==> src/rtl/wdg_pkg.sv <==
package wdg_pkg;

    typedef enum logic [1:0] {
        WM_OFF    = 2'b00,
        WM_IRQ    = 2'b01,
        WM_RESET  = 2'b10,
        WM_ESCAL  = 2'b11
    } wdg_mode_e;

    localparam int unsigned CODE_MAX = 5;

    typedef struct packed {
        wdg_mode_e   mode;
        logic [2:0]  code;
        logic        hib_en;
    } wdg_cfg_t;

    function automatic logic code_legal(input logic [2:0] c);
        return c <= 3'(CODE_MAX);
    endfunction

    function automatic logic [2:0] code_clamp(input logic [2:0] c);
        return code_legal(c) ? c : 3'(CODE_MAX);
    endfunction

endpackage

==> src/rtl/wdg_hb_edge.sv <==
module wdg_hb_edge #(
    parameter int unsigned SYNC_STAGES = 2
) (
    input  logic clk,
    input  logic rst,
    input  logic pin,
    output logic edge_o
);
    localparam int unsigned NFF = SYNC_STAGES + 1;

    logic [NFF-1:0] chain_q;

    always_ff @(posedge clk) begin
        if (rst) chain_q <= '0;
        else     chain_q <= {chain_q[NFF-2:0], pin};
    end

    assign edge_o = chain_q[NFF-1] ^ chain_q[NFF-2];

endmodule

==> src/rtl/wdg_countdown.sv <==
module wdg_countdown #(
    parameter int unsigned CW = 16
) (
    input  logic          clk,
    input  logic          rst,
    input  logic          active,
    input  logic          reload,
    input  logic          tick,
    input  logic [CW-1:0] load_val,
    output logic          expire
);
    logic [CW-1:0] cnt_q;

    assign expire = active && !reload && tick && (cnt_q == CW'(1));

    always_ff @(posedge clk) begin
        if (rst)                   cnt_q <= load_val;
        else if (reload || !active) cnt_q <= load_val;
        else if (tick)             cnt_q <= (cnt_q == CW'(1)) ? load_val : cnt_q - CW'(1);
    end

    a_r9_reload_loads: assert property (@(posedge clk) disable iff (rst)
        reload |=> (cnt_q == $past(load_val)));

    a_r5_count_nonzero: assert property (@(posedge clk) disable iff (rst)
        cnt_q != '0);

    a_r10_idle_holds_full: assert property (@(posedge clk) disable iff (rst)
        (!active && !reload) |=> (cnt_q == $past(load_val)));

endmodule

==> src/rtl/wdg_escalate.sv <==
module wdg_escalate
    import wdg_pkg::*;
(
    input  logic      clk,
    input  logic      rst,
    input  logic      expire,
    input  logic      clear,
    input  wdg_mode_e mode,
    output logic      irq_to,
    output logic      irq_wk,
    output logic      sys_rst
);
    logic first_q;
    logic to_d, wk_d;

    always_comb begin
        to_d = 1'b0;
        wk_d = 1'b0;
        if (expire) begin
            unique case (mode)
                WM_IRQ:   to_d = 1'b1;
                WM_RESET: wk_d = 1'b1;
                WM_ESCAL: begin
                    to_d = !first_q;
                    wk_d = first_q;
                end
                default: ;
            endcase
        end
    end

    always_ff @(posedge clk) begin
        if (rst) begin
            first_q <= 1'b0;
            irq_to  <= 1'b0;
            irq_wk  <= 1'b0;
            sys_rst <= 1'b0;
        end else begin
            irq_to  <= to_d;
            irq_wk  <= wk_d;
            sys_rst <= wk_d;
            if (clear)                            first_q <= 1'b0;
            else if (expire && mode == WM_ESCAL)  first_q <= !first_q;
        end
    end

    a_r4_reset_clears_stage: assert property (@(posedge clk) disable iff (rst)
        (irq_wk && mode == WM_ESCAL) |-> !first_q);

    a_r4_irq_arms_stage: assert property (@(posedge clk) disable iff (rst)
        (irq_to && mode == WM_ESCAL && !clear) |-> first_q);

    a_r2_single_pulse: assert property (@(posedge clk) disable iff (rst)
        irq_to |=> !irq_to);

    a_r3_single_pulse: assert property (@(posedge clk) disable iff (rst)
        sys_rst |=> !sys_rst);

endmodule

==> src/rtl/wdg_top.sv <==
module wdg_top
    import wdg_pkg::*;
#(
    parameter int unsigned UNIT_TICKS  = 1024,
    parameter int unsigned SYNC_STAGES = 2
) (
    input  logic       clk,
    input  logic       rst,
    input  logic       host_wr,
    input  logic [1:0] host_mode,
    input  logic [2:0] host_code,
    input  logic       host_hib_en,
    input  logic       hib_state,
    input  logic       heartbeat,
    input  logic       tick_en,
    output logic       irq_timeout,
    output logic       irq_wake_rst,
    output logic       sys_rst_req
);
    localparam int unsigned MAX_PERIOD = UNIT_TICKS << CODE_MAX;
    localparam int unsigned CW         = $clog2(MAX_PERIOD + 1);

    wdg_cfg_t      cfg_q;
    logic [CW-1:0] per_tab [CODE_MAX+1];
    logic [CW-1:0] load_val;
    logic          hb_edge, reload, active, expire;

    for (genvar i = 0; i <= CODE_MAX; i++) begin : g_period
        assign per_tab[i] = CW'(UNIT_TICKS << i);
    end

    always_ff @(posedge clk) begin
        if (rst) begin
            cfg_q <= '{mode: WM_OFF, code: 3'b000, hib_en: 1'b0};
        end else if (host_wr) begin
            cfg_q <= '{mode: wdg_mode_e'(host_mode), code: host_code, hib_en: host_hib_en};
        end
    end

    assign reload   = host_wr || hb_edge;
    assign active   = (cfg_q.mode != WM_OFF) && code_legal(cfg_q.code)
                      && (!hib_state || cfg_q.hib_en);
    assign load_val = host_wr ? per_tab[code_clamp(host_code)] : per_tab[code_clamp(cfg_q.code)];

    wdg_hb_edge #(.SYNC_STAGES(SYNC_STAGES)) u_hb (
        .clk    (clk),
        .rst    (rst),
        .pin    (heartbeat),
        .edge_o (hb_edge)
    );

    wdg_countdown #(.CW(CW)) u_cnt (
        .clk      (clk),
        .rst      (rst),
        .active   (active),
        .reload   (reload),
        .tick     (tick_en),
        .load_val (load_val),
        .expire   (expire)
    );

    wdg_escalate u_esc (
        .clk     (clk),
        .rst     (rst),
        .expire  (expire),
        .clear   (reload || !active),
        .mode    (cfg_q.mode),
        .irq_to  (irq_timeout),
        .irq_wk  (irq_wake_rst),
        .sys_rst (sys_rst_req)
    );

    a_r7_hib_quiet: assert property (@(posedge clk) disable iff (rst)
        (hib_state && !cfg_q.hib_en) |=> !(irq_timeout || irq_wake_rst || sys_rst_req));

    a_r6_reserved_quiet: assert property (@(posedge clk) disable iff (rst)
        !code_legal(cfg_q.code) |=> !(irq_timeout || irq_wake_rst));

    a_r10_off_quiet: assert property (@(posedge clk) disable iff (rst)
        (cfg_q.mode == WM_OFF) |=> !(irq_timeout || irq_wake_rst || sys_rst_req));

    a_r2_exclusive: assert property (@(posedge clk) disable iff (rst)
        !(irq_timeout && sys_rst_req));

endmodule

==> config.mk <==
export PLATFORM = sky130hd
export DESIGN_NAME = wdg_top
export DESIGN_NICKNAME = d
export VERILOG_FILES = /design/src/rtl/wdg_pkg.sv /design/src/rtl/wdg_hb_edge.sv /design/src/rtl/wdg_countdown.sv /design/src/rtl/wdg_escalate.sv /design/src/rtl/wdg_top.sv
export SDC_FILE = /design/constraint.sdc
export NUM_CORES = 1
export LEC_CHECK = 0
export ABC_CLOCK_PERIOD_IN_PS = 2520
export BUFFER_PORTS_ARGS = -buffer_cell sky130_fd_sc_hd__buf_2
export CAP_MARGIN = 20
export CORE_MARGIN = 5
export CORE_UTILIZATION = 45
export DETAILED_ROUTE_END_ITERATION = 8
export GPL_TIMING_DRIVEN = 0
export SLEW_MARGIN = 10
export SYNTH_ARGS = -nofsm -noshare
export SYNTH_HDL_FRONTEND = slang
export SYNTH_HIERARCHICAL = 1
export SYNTH_SLANG_ARGS = --single-unit
==> constraint.sdc <==
create_clock -name clk -period 2.52 [get_ports clk]
set_clock_uncertainty 0.2 [all_clocks]
set_input_delay 0.126 -clock clk [delete_from_list [all_inputs] [get_ports clk]]
set_output_delay 0.126 -clock clk [all_outputs]
set_load 0.02 [all_outputs]
==> Yosys cells after proc, flatten, opt, wreduce, memory -nomap -nowiden <==
Memory sizes are Yosys's and may differ from the RTL's.
Index checks and enable logic that the tools add are counted.
{ "totals": {"in_bits": 12, "wordCells": 53, "register_bits": 28, "romBits": 256, "n_memories": 2} }
{ "memory_table": {"columns": ["memory", "depth", "width", "read_ports", "rd_ports_with_merged_regs", "write_ports", "line_no", "source"], "rows": [
  ["(name not given)", 8, 16, 1, 0, 0, "wdg_top.sv:43", "assign load_val = host_wr ? per_tab[code_clamp(host_code)] : per_tab[code_clamp(cfg_q.code)];"],
  ["(name not given)", 8, 16, 1, 0, 0, "wdg_top.sv:43", null]
]} }
{ "op_classes": {"order_cmp": 4, "n_eq_ne": 4, "mux": 13, "n_bitwise": 4, "n_reduce_logical": 17, "n_addsub": 1} }
{ "ops": {"columns": ["cell", "n"], "rows": [
  ["16-bit two-way mux", 9],
  ["16-bit by 1-bit == test with 1-bit output (second input constant)", 1],
  ["16-bit by 1-bit subtractor with 16-bit output (second input constant)", 1],
  ["4-bit >= comparator (second input constant)", 2],
  ["3-bit NOT with 4-bit output", 2],
  ["3-bit <= comparator (second input constant)", 2],
  ["1-bit logical AND", 6],
  ["3-bit two-way mux", 2],
  ["2-bit == test (second input constant)", 2],
  ["1-bit logical NOT", 4],
  ["1-bit case mux with 2 select lines", 2],
  ["2-bit OR reduction", 2],
  ["1-bit logical OR", 3],
  ["3-bit nonzero test", 1],
  ["2-bit by 1-bit == test with 1-bit output (second input constant)", 1],
  ["2-bit nonzero test", 1],
  ["1-bit NOT", 1],
  ["1-bit bitwise XOR", 1]
]} }

==> Depth between registers and ports, before layout <==
Gate-level depths: netlist (run 1).
{ "depth": {"depth_word": 11, "depth_mapped": 7} }

==> Hierarchy <==
Netlist (run 1), hierarchy kept.
{ "by_module_without_submodules": {"columns": ["module", "instances", "seq_area_each_um2", "area_per_inst_um2", "cells_each"], "rows": [
  ["wdg_countdown", 1, 480.5, 1096.1, 83],
  ["wdg_top", 1, 120.1, 371.6, 43],
  ["wdg_escalate", 1, 60.1, 125.1, 13],
  ["wdg_hb_edge", 1, 60.1, 87.6, 7]
]} }

==> Worst setup path before layout (run 1) <==
Ideal clock, no wire load.
{ "synth_timing": {"path_type": "register to register", "from": "reg u_hb.chain_q[1]", "to": "reg u_cnt.cnt_q[10], data pin", "path_buffers": 1, "arrival_time_ps": 1796, "stages_incl_launch_ff": 7, "setup_ps": 260, "setup_slack_ps": 264, "synth_period_minus_slack_ps": 2256, "cell_sequence": "dfxtp_1 -> xor2_1 -> or2_2 -> nor3b_1 -> nand2_4 -> buf_12 -> mux2_4"} }
{ "synth_via": {"elab_chain_len": 5} }
{ "synth_lines": {"columns": ["item", "line_no", "source"], "rows": [
  ["start, declared", "wdg_hb_edge.sv:11", "logic [NFF-1:0] chain_q;"],
  ["start signal, assigned", "wdg_hb_edge.sv:15", "else chain_q <= {chain_q[NFF-2:0], pin};"],
  ["1-bit bitwise XOR", "wdg_hb_edge.sv:18", "assign edge_o = chain_q[NFF-1] ^ chain_q[NFF-2];"],
  ["via hb_edge", "wdg_top.sv:26", "logic hb_edge, reload, active, expire;"],
  ["1-bit logical OR", "wdg_top.sv:40", "assign reload = host_wr || hb_edge;"],
  ["via reload", "wdg_top.sv:26", null],
  ["1-bit logical OR", "wdg_countdown.sv:18", "else if (reload || !active) cnt_q <= load_val;"],
  ["16-bit two-way mux", "wdg_countdown.sv:18", null],
  ["16-bit two-way mux", "wdg_countdown.sv:17", "if (rst) cnt_q <= load_val;"],
  ["end signal, assigned", "wdg_countdown.sv:17", null],
  ["end signal, assigned", "wdg_countdown.sv:18", null],
  ["end signal, assigned", "wdg_countdown.sv:19", "else if (tick) cnt_q <= (cnt_q == CW'(1)) ? load_val : cnt_q - CW'(1);"],
  ["end, declared", "wdg_countdown.sv:12", "logic [CW-1:0] cnt_q;"]
]} }
The timed path passes the listed nets, and every way through them passes these cells.
A chain may end at the register's enable or synchronous reset.

==> Worst setup path after layout (run 1) <==
{ "layout_timing": {"from": "reg u_cnt.cnt_q[4]", "to": "reg u_cnt.cnt_q[7], data pin"} }
{ "layout_via": {"elab_chain_len": 5} }
{ "layout_lines": {"columns": ["item", "line_no"], "rows": [
  ["16-bit by 1-bit subtractor with 16-bit output or 16-bit by 1-bit == test with 1-bit output (tied branches)", "wdg_countdown.sv:19"],
  ["16-bit two-way mux (*) (2 in a row)", "wdg_countdown.sv:19"],
  ["16-bit two-way mux (*)", "wdg_countdown.sv:18"],
  ["16-bit two-way mux (*)", "wdg_countdown.sv:17"]
]} }
Mark *: on every way between the ends. The rest lies on a longest branch, timed or not. The select of a mux whose other input is x is not followed.

==> impl_metrics.env, run 1 <==
export IMPL_route_detailed_vias_per_inst=5.004
export IMPL_cp_max_fo=10
export IMPL_wire_per_inst_um=13.00
export IMPL_hold_path_end="u_esc/sys_rst"
export IMPL_grt_usage=0.1254
export IMPL_die_width_um=71.11
export IMPL_route_antenna_remaining_nets=0
export IMPL_area_growth_synth_to_final_pct=20.70
export IMPL_reg_power_frac=0.591
export IMPL_place_gp_congestion=0.7444
export IMPL_placementRows=22
export IMPL_unique_masters_post_synth=44
export IMPL_grt_start_max_net_pins=17
export IMPL_setup_cp_type="reg -> reg"
export IMPL_hpwlAfterDp_um=2110
export IMPL_buffers_plus_inverters_on_the_worst_setup_path=1
export IMPL_netlist_top_cells_count="edfxtp_1, dfxtp_1, nor2_1"
export IMPL_synth_most_common_cell="edfxtp_1"
export IMPL_boundaryPins=15
export IMPL_ys_ff_latch=28
export IMPL_design_die_area_sq_um=5056
export IMPL_syn_cell_area_sq_um=1680
export IMPL_router_iterations_before_antenna_repair=4
export IMPL_cts_inserted_buffers=3
export IMPL_die_h_um=71.11
export IMPL_worst_path_max_delay_cell="nor4_4"
export IMPL_cellInternalPower_uw=702.8
export IMPL_arrival_ps=2200
export IMPL_grt_ovfl_total=0
export IMPL_final_setup_violation_count=0
export IMPL_timing_hold_violations_final=0
export IMPL_detail_route_wirelength_um=3028
export IMPL_critPathCaptureType="flop"
export IMPL_leakage_component_of_the_power_nw=0.8209
export IMPL_n_fill_cell=332
export IMPL_inserted_diodes=0
export IMPL_start_util=0.4625
export IMPL_worst_slew_slack_as_a_fraction_of_its_limit=0.5662
export IMPL_power_uw=923.1
export IMPL_layout_worst_path_cycle_share=0.9443
export IMPL_postSynth_asyncResetShare=0
export IMPL_syn_area_per_cell_sq_um=11.51
export IMPL_cp_start_kind="flop"
export IMPL_synth_top_cells_by_area="edfxtp_1, dfxtp_1, mux2_4, xnor2_1, mux2i_1"
export IMPL_worst_path_largest_cell_delay_ps=610
export IMPL_cts_htree_levels=1
export IMPL_worst_ep_required_time_ps=2340
export IMPL_synth_top_cell_area_share=0.2859
export IMPL_r2r_cells=5
export IMPL_buffer_ports_inserted=14
export IMPL_numClockSinks=28
export IMPL_setup_tns_final_ps=0
export IMPL_first_global_vias=1148
export IMPL_crit_path_cell_trace="nor4_4 > nand4_4 > nand2_4 > buf_12 > mux2_4"
export IMPL_syn_instance_count=146
export IMPL_clock_network_fraction_of_design_power=0.253
export IMPL_critical_path_top_delay_family="simple AND/OR/NAND/NOR gates"
export IMPL_detailroute_via_count=1166
export IMPL_tritoncts="built"
export IMPL_max_rail_drop_vdd_v=0.0002339
export IMPL_worst_pin_slew_ps=645.3
export IMPL_synthesis_yosys_warnings=6
export IMPL_first_pass_grt_wire_length_um=5147
export IMPL_multiInputGateArea_sq_um=948.4
export IMPL_clock_latency_on_the_worst_skew_pair_ps=260
export IMPL_synth_top_flop_cell="edfxtp_1"
export IMPL_ctsRootBufferMaster="clkbuf_8"
export IMPL_regArea_sq_um=720.7
export IMPL_first_iter_violations=39
export IMPL_holdCritStartpoint="tick_en"
export IMPL_drc=0
export IMPL_worst_hold_path_type="in -> reg"
export IMPL_power_switching_fraction=0.2387
export IMPL_final_period_minus_worst_setup_slack_ps=2380
export IMPL_final_max_slew_viol_count=0
export IMPL_post_cts_setup_buffers=0
export IMPL_p_switching_uw=220.3
export IMPL_beginning_of_the_worst_register_to_register_path="u_cnt/cnt_q[4]"
export IMPL_outcome="finished clean"
export IMPL_clkTransAtPathRegs_ps=90
export IMPL_share_comb_of_total_power=0.155
export IMPL_timing_fmax_mhz=420.2
export IMPL_core_area_sq_um=3633
export IMPL_antenna_found_initial=0
export IMPL_drive_above_1_share=0.2270
export IMPL_unrepaired_setup_endpoints_after_global_routing="no"
export IMPL_max_clock_path_buffers=2
export IMPL_worstReg2RegEnd="u_cnt/cnt_q[7]"
export IMPL_rrSetupSlack_ps=140
export IMPL_min_path_cells=5
export IMPL_max_cap_violations=0
export IMPL_synth_area_leader_cell="edfxtp_1"
export IMPL_yosysSeqAreaShare=0.4289
export IMPL_pd_cells_nw_per_um2=455.1
export IMPL_layout_nets=201
export IMPL_synth_edf_count=16
[registers in the layout, summed over array words and instances, names as in the netlist]
register,count
u_esc/first_q,1
u_cnt/cnt_q,16
u_esc/sys_rst,1
u_hb/chain_q,3
cfg_q,6
u_esc/irq_to,1
[power by group through the flow]
stage	clock [mW]	combinational, mW	sequential [mW]
CTS	0.245	0.144	0.546
floorplan	0	0.0971	0.549
finish	0.234	0.144	0.546
global route	0.261	0.159	0.551
global placement	0	0.123	0.555
detailed placement	0	0.127	0.556
[worst min-delay path: cells and delay by family]
| family | cells | cell delay (ps) |
|---|---|---|
| AO/OA/AOI/OAI | 1 | 40 |
| AND/OR/NAND/NOR | 3 | 210 |
| buffers and inverters | 1 | 100 |
[worst max path at each step]
stage,from,end,slack [ps],depth (start not counted)
3_3_place_gp,u_cnt/cnt_q[0],u_cnt/cnt_q[12],7,6
4_1_cts,u_cnt/cnt_q[4],u_cnt/cnt_q[7],110,5
5_1_grt,u_cnt/cnt_q[4],u_cnt/cnt_q[7],2,5
6_report,u_cnt/cnt_q[4],u_cnt/cnt_q[7],140,5
2_1_floorplan,u_hb/chain_q[1],u_cnt/cnt_q[10],260,6
3_5_place_dp,u_hb/chain_q[1],u_cnt/cnt_q[8],-30,4
[kinds of logic after synthesis]
family,share of synthesized area
compound gates,0.05585
xor+xnor,0.07297
fa+ha+maj,0.01489
buf+inv,0.03425
flops,0.4289
mux,0.1623
other cells,0.002232
simple gates,0.2286
[metrics by stage]
stage	std cells	hold slack (ps)	utilization	cell area [sq um]	worst slack, ps
after global routing	233	92.79	0.5582	2028	2.123
after global placement	217	142.5	0.5076	1844	6.618
after floorplan	155	-2.389	-	1714	263.6
final	233	49.81	0.5582	2028	140.5
after CTS	233	43.14	0.5582	2028	105.0
after detailed placement	217	144.3	0.5076	1844	-34.66
[metal layers]
metal | global-route usage | share of wire
met5 | 0 | 0
met4 | 0.03758 | 0.0079
met3 | 0.01563 | 0.023
met2 | 0.2286 | 0.51
met1 | 0.1531 | 0.46
[final cells by class]
class	instances	area share
multi-input combinational	119	0.4676
sequential	28	0.3553
timing repair buffer	27	0.09870
tap	48	0.02961
clock buffer	3	0.02036
buffer	3	0.01912
inverter	5	0.009254
[cells in the final DEF, fill, tap and decap left out, types with 2 or more instances in the layout]
| cell | n |
|---|---|
| nor2_1 | 11 |
| a21oi_1 | 4 |
| nor3b_2 | 2 |
| mux2_1 | 4 |
| nand3b_1 | 5 |
| xnor2_1 | 10 |
| nand3_1 | 3 |
| ha_1 | 2 |
| edfxtp_1 | 16 |
| nand4_1 | 2 |
| nor2b_1 | 3 |
| dfxtp_1 | 12 |
| nor3_1 | 3 |
| nor4b_1 | 2 |
| o21ai_0 | 5 |
| mux2_2 | 2 |
| nor4_2 | 2 |
| or4b_1 | 2 |
| conb_1 | 10 |
| buf_2 | 14 |
| clkbuf_8 | 3 |
| xor2_1 | 4 |
| nand2_1 | 6 |
| nand2b_1 | 3 |
| dlygate4sd3_1 | 13 |
| mux2_4 | 9 |
| inv_1 | 5 |
| mux2i_1 | 7 |
[what timing repair did]
| item | in CTS | in global routing |
|---|---|---|
| endpoints found under the hold margin | 8 | 0 |
| hold buffers | 13 | 0 |
| endpoints found under the setup margin | 18 | 0 |
| gates resized for setup | 3 | 0 |
Note: power is estimated with default switching activity, not from simulation.
==> run 2: changes to the inputs <==
--- a/config.mk
+++ b/config.mk
@@ -8,7 +8,7 @@
 export ABC_CLOCK_PERIOD_IN_PS = 2520
 export BUFFER_PORTS_ARGS = -buffer_cell sky130_fd_sc_hd__buf_2
 export CAP_MARGIN = 20
-export CORE_MARGIN = 5
+export CORE_MARGIN = 4
 export CORE_UTILIZATION = 45
 export DETAILED_ROUTE_END_ITERATION = 8
 export GPL_TIMING_DRIVEN = 0
==> impl_metrics.env, run 2 (synthesized netlist as in run 1, its figures left out) <==
export IMPL_setup_tns_final_ps=0
export IMPL_power_mw=1.039
export IMPL_detailroute_via_count=1182
export IMPL_arrival_ps=2240
export IMPL_placementRows=21
export IMPL_outcome="finished clean"
export IMPL_rrSetupSlack_ps=110
export IMPL_final_period_minus_worst_setup_slack_ps=2411
export IMPL_start_util=0.4845
export IMPL_detail_route_wirelength_um=3004
export IMPL_first_global_vias=1205
export IMPL_setup_cp_type="reg -> reg"
export IMPL_min_path_cells=5
export IMPL_design_die_area_sq_um=4776
export IMPL_cts_htree_levels=1
export IMPL_clock_network_fraction_of_design_power=0.335
export IMPL_p_switching_uw=230.6
export IMPL_clock_latency_on_the_worst_skew_pair_ps=270
export IMPL_layout_nets=201
export IMPL_worst_hold_margin_ps=45.15
export IMPL_crit_path_cell_trace="nor4_4 > nand4_4 > nand2_4 > buf_12 > mux2_4"
export IMPL_registers_top_by_ff_count="u_cnt/cnt_q"
export IMPL_beginning_of_the_worst_register_to_register_path="u_cnt/cnt_q[4]"
export IMPL_grt_usage=0.1349
export IMPL_route_detailed_vias_per_inst=5.095
export IMPL_cp_max_fo=10
export IMPL_crit_start="u_cnt/cnt_q[4]"
export IMPL_cp_start_kind="flop"
export IMPL_timing_fmax_mhz=414.8
export IMPL_reg_power_frac=0.526
export IMPL_layout_worst_path_cycle_share=0.9566
export IMPL_router_iterations_before_antenna_repair=4
export IMPL_die_h_um=69.11
export IMPL_buffer_ports_inserted=14
export IMPL_max_rail_drop_vdd_v=0.0002365
export IMPL_pd_cells_nw_per_um2=505.4
export IMPL_tritoncts="built"
export IMPL_grt_ovfl_total=0
export IMPL_post_cts_setup_buffers=0
export IMPL_leakage_component_of_the_power_nw=0.8351
export IMPL_cts_inserted_buffers=3
export IMPL_largest_register_ffs=16
export IMPL_numClockSinks=28
export IMPL_hpwlAfterDp_um=2126
export IMPL_power_switching_fraction=0.2219
export IMPL_ctsRootBufferMaster="clkbuf_8"
export IMPL_final_max_slew_viol_count=0
export IMPL_final_cell_count_no_fill=232
export IMPL_clkTransAtPathRegs_ps=100
export IMPL_grt_start_max_net_pins=17
export IMPL_critPathCaptureType="flop"
export IMPL_hold_path_end="u_esc/sys_rst"
export IMPL_drc=0
export IMPL_wire_per_inst_um=12.95
export IMPL_boundaryPins=15
export IMPL_worst_path_max_delay_cell="nor4_4"
export IMPL_die_width_um=69.11
export IMPL_layout_commonest_cell="edfxtp_1"
export IMPL_worstReg2RegEnd="u_cnt/cnt_q[10]"
export IMPL_drive_above_1_share=0.2312
export IMPL_worst_hold_path_type="in -> reg"
export IMPL_final_setup_violation_count=0
export IMPL_core_area_sq_um=3468
export IMPL_area_growth_synth_to_final_pct=22.34
export IMPL_worst_pin_slew_ps=726.9
export IMPL_inserted_diodes=0
export IMPL_cellInternalPower_uw=808.3
export IMPL_first_iter_violations=41
export IMPL_layout_cells_most_common_list="edfxtp_1, buf_2, dlygate4sd3_1"
export IMPL_r2r_cells=5
export IMPL_unrepaired_setup_endpoints_after_global_routing="no"
export IMPL_holdCritStartpoint="tick_en"
export IMPL_worst_slew_slack_as_a_fraction_of_its_limit=0.5113
export IMPL_largestRegisters="u_cnt/cnt_q x16, cfg_q x6, u_hb/chain_q x3"
export IMPL_route_antenna_remaining_nets=0
export IMPL_max_clock_path_buffers=2
export IMPL_worst_path_largest_cell_delay_ps=630
export IMPL_antenna_found_initial=0
export IMPL_first_pass_grt_wire_length_um=5382
export IMPL_worst_ep_required_time_ps=2350
export IMPL_share_comb_of_total_power=0.139
export IMPL_timing_hold_violations_final=0
export IMPL_placed_cells=215
export IMPL_place_gp_congestion=0.7275
export IMPL_max_cap_violations=0
## run 2: timing repair
| action | CTS | global route |
|---|---|---|
| pin swaps | 0 | 0 |
| endpoints found under the setup margin | 19 | 13 |
| gates resized for setup | 2 | 1 |
| hold endpoints to repair | 9 | 0 |
| hold buffers | 13 | 0 |
## run 2: per-stage QoR
stage	util	setup slack (ps)	instance area, sq um
3_3_place_gp	0.5310	-1.519	1842
4_1_cts	0.5913	5.879	2051
5_1_grt	0.5927	4.989	2056
3_5_place_dp	0.5310	-20.23	1842
2_1_floorplan	-	263.6	1714
6_report	0.5927	109.3	2056
## run 2: power groups by stage
stage | Combinational, mW | Clock (mW) | Sequential, mW
floorplan | 0.0971 | 0 | 0.549
global placement | 0.122 | 0 | 0.555
global route | 0.160 | 0.378 | 0.551
CTS | 0.144 | 0.359 | 0.546
detailed placement | 0.127 | 0 | 0.556
finish | 0.145 | 0.348 | 0.546
## run 2: cell type report
cell class / instances / area, sq um
Sequential cell: 28 / 720.7
Clock buffer: 3 / 41.29
Buffer: 3 / 38.79
Tap cell: 46 / 57.56
Timing Repair Buffer: 27 / 200.2
Clock inverter: 1 / 30.03
Multi-Input combinational cell: 119 / 948.4
Inverter: 5 / 18.77
Fill cell: 306 / 1413
## run 2: worst max-delay path, delay by kind of cell, from the launching register on
kind / cells / cell delay, ps
buffers and inverters: 1 / 160
and+or+nand+nor: 3 / 1020
DFF: 1 / 480
muxes: 1 / 300
## run 2: how the worst max path moves through the flow
| stage | to | depth (start not counted) | slack (ps) |
|---|---|---|---|
| after floorplan | u_cnt/cnt_q[10] | 6 | 260 |
| after global placement | u_cnt/cnt_q[12] | 6 | -2 |
| after detailed placement | u_cnt/cnt_q[9] | 4 | -20 |
| after CTS | u_cnt/cnt_q[10] | 6 | 6 |
| after global routing | u_cnt/cnt_q[8] | 5 | 5 |
| final | u_cnt/cnt_q[10] | 5 | 110 |
## run 2: per-layer routing
metal	up-vias	global-route usage	routed length (um)
met5	-	0	0
met4	0	0.03905	16
met3	2	0.01744	76
met2	19	0.2352	1536
met1	548	0.1736	1375
li1	613	-	-
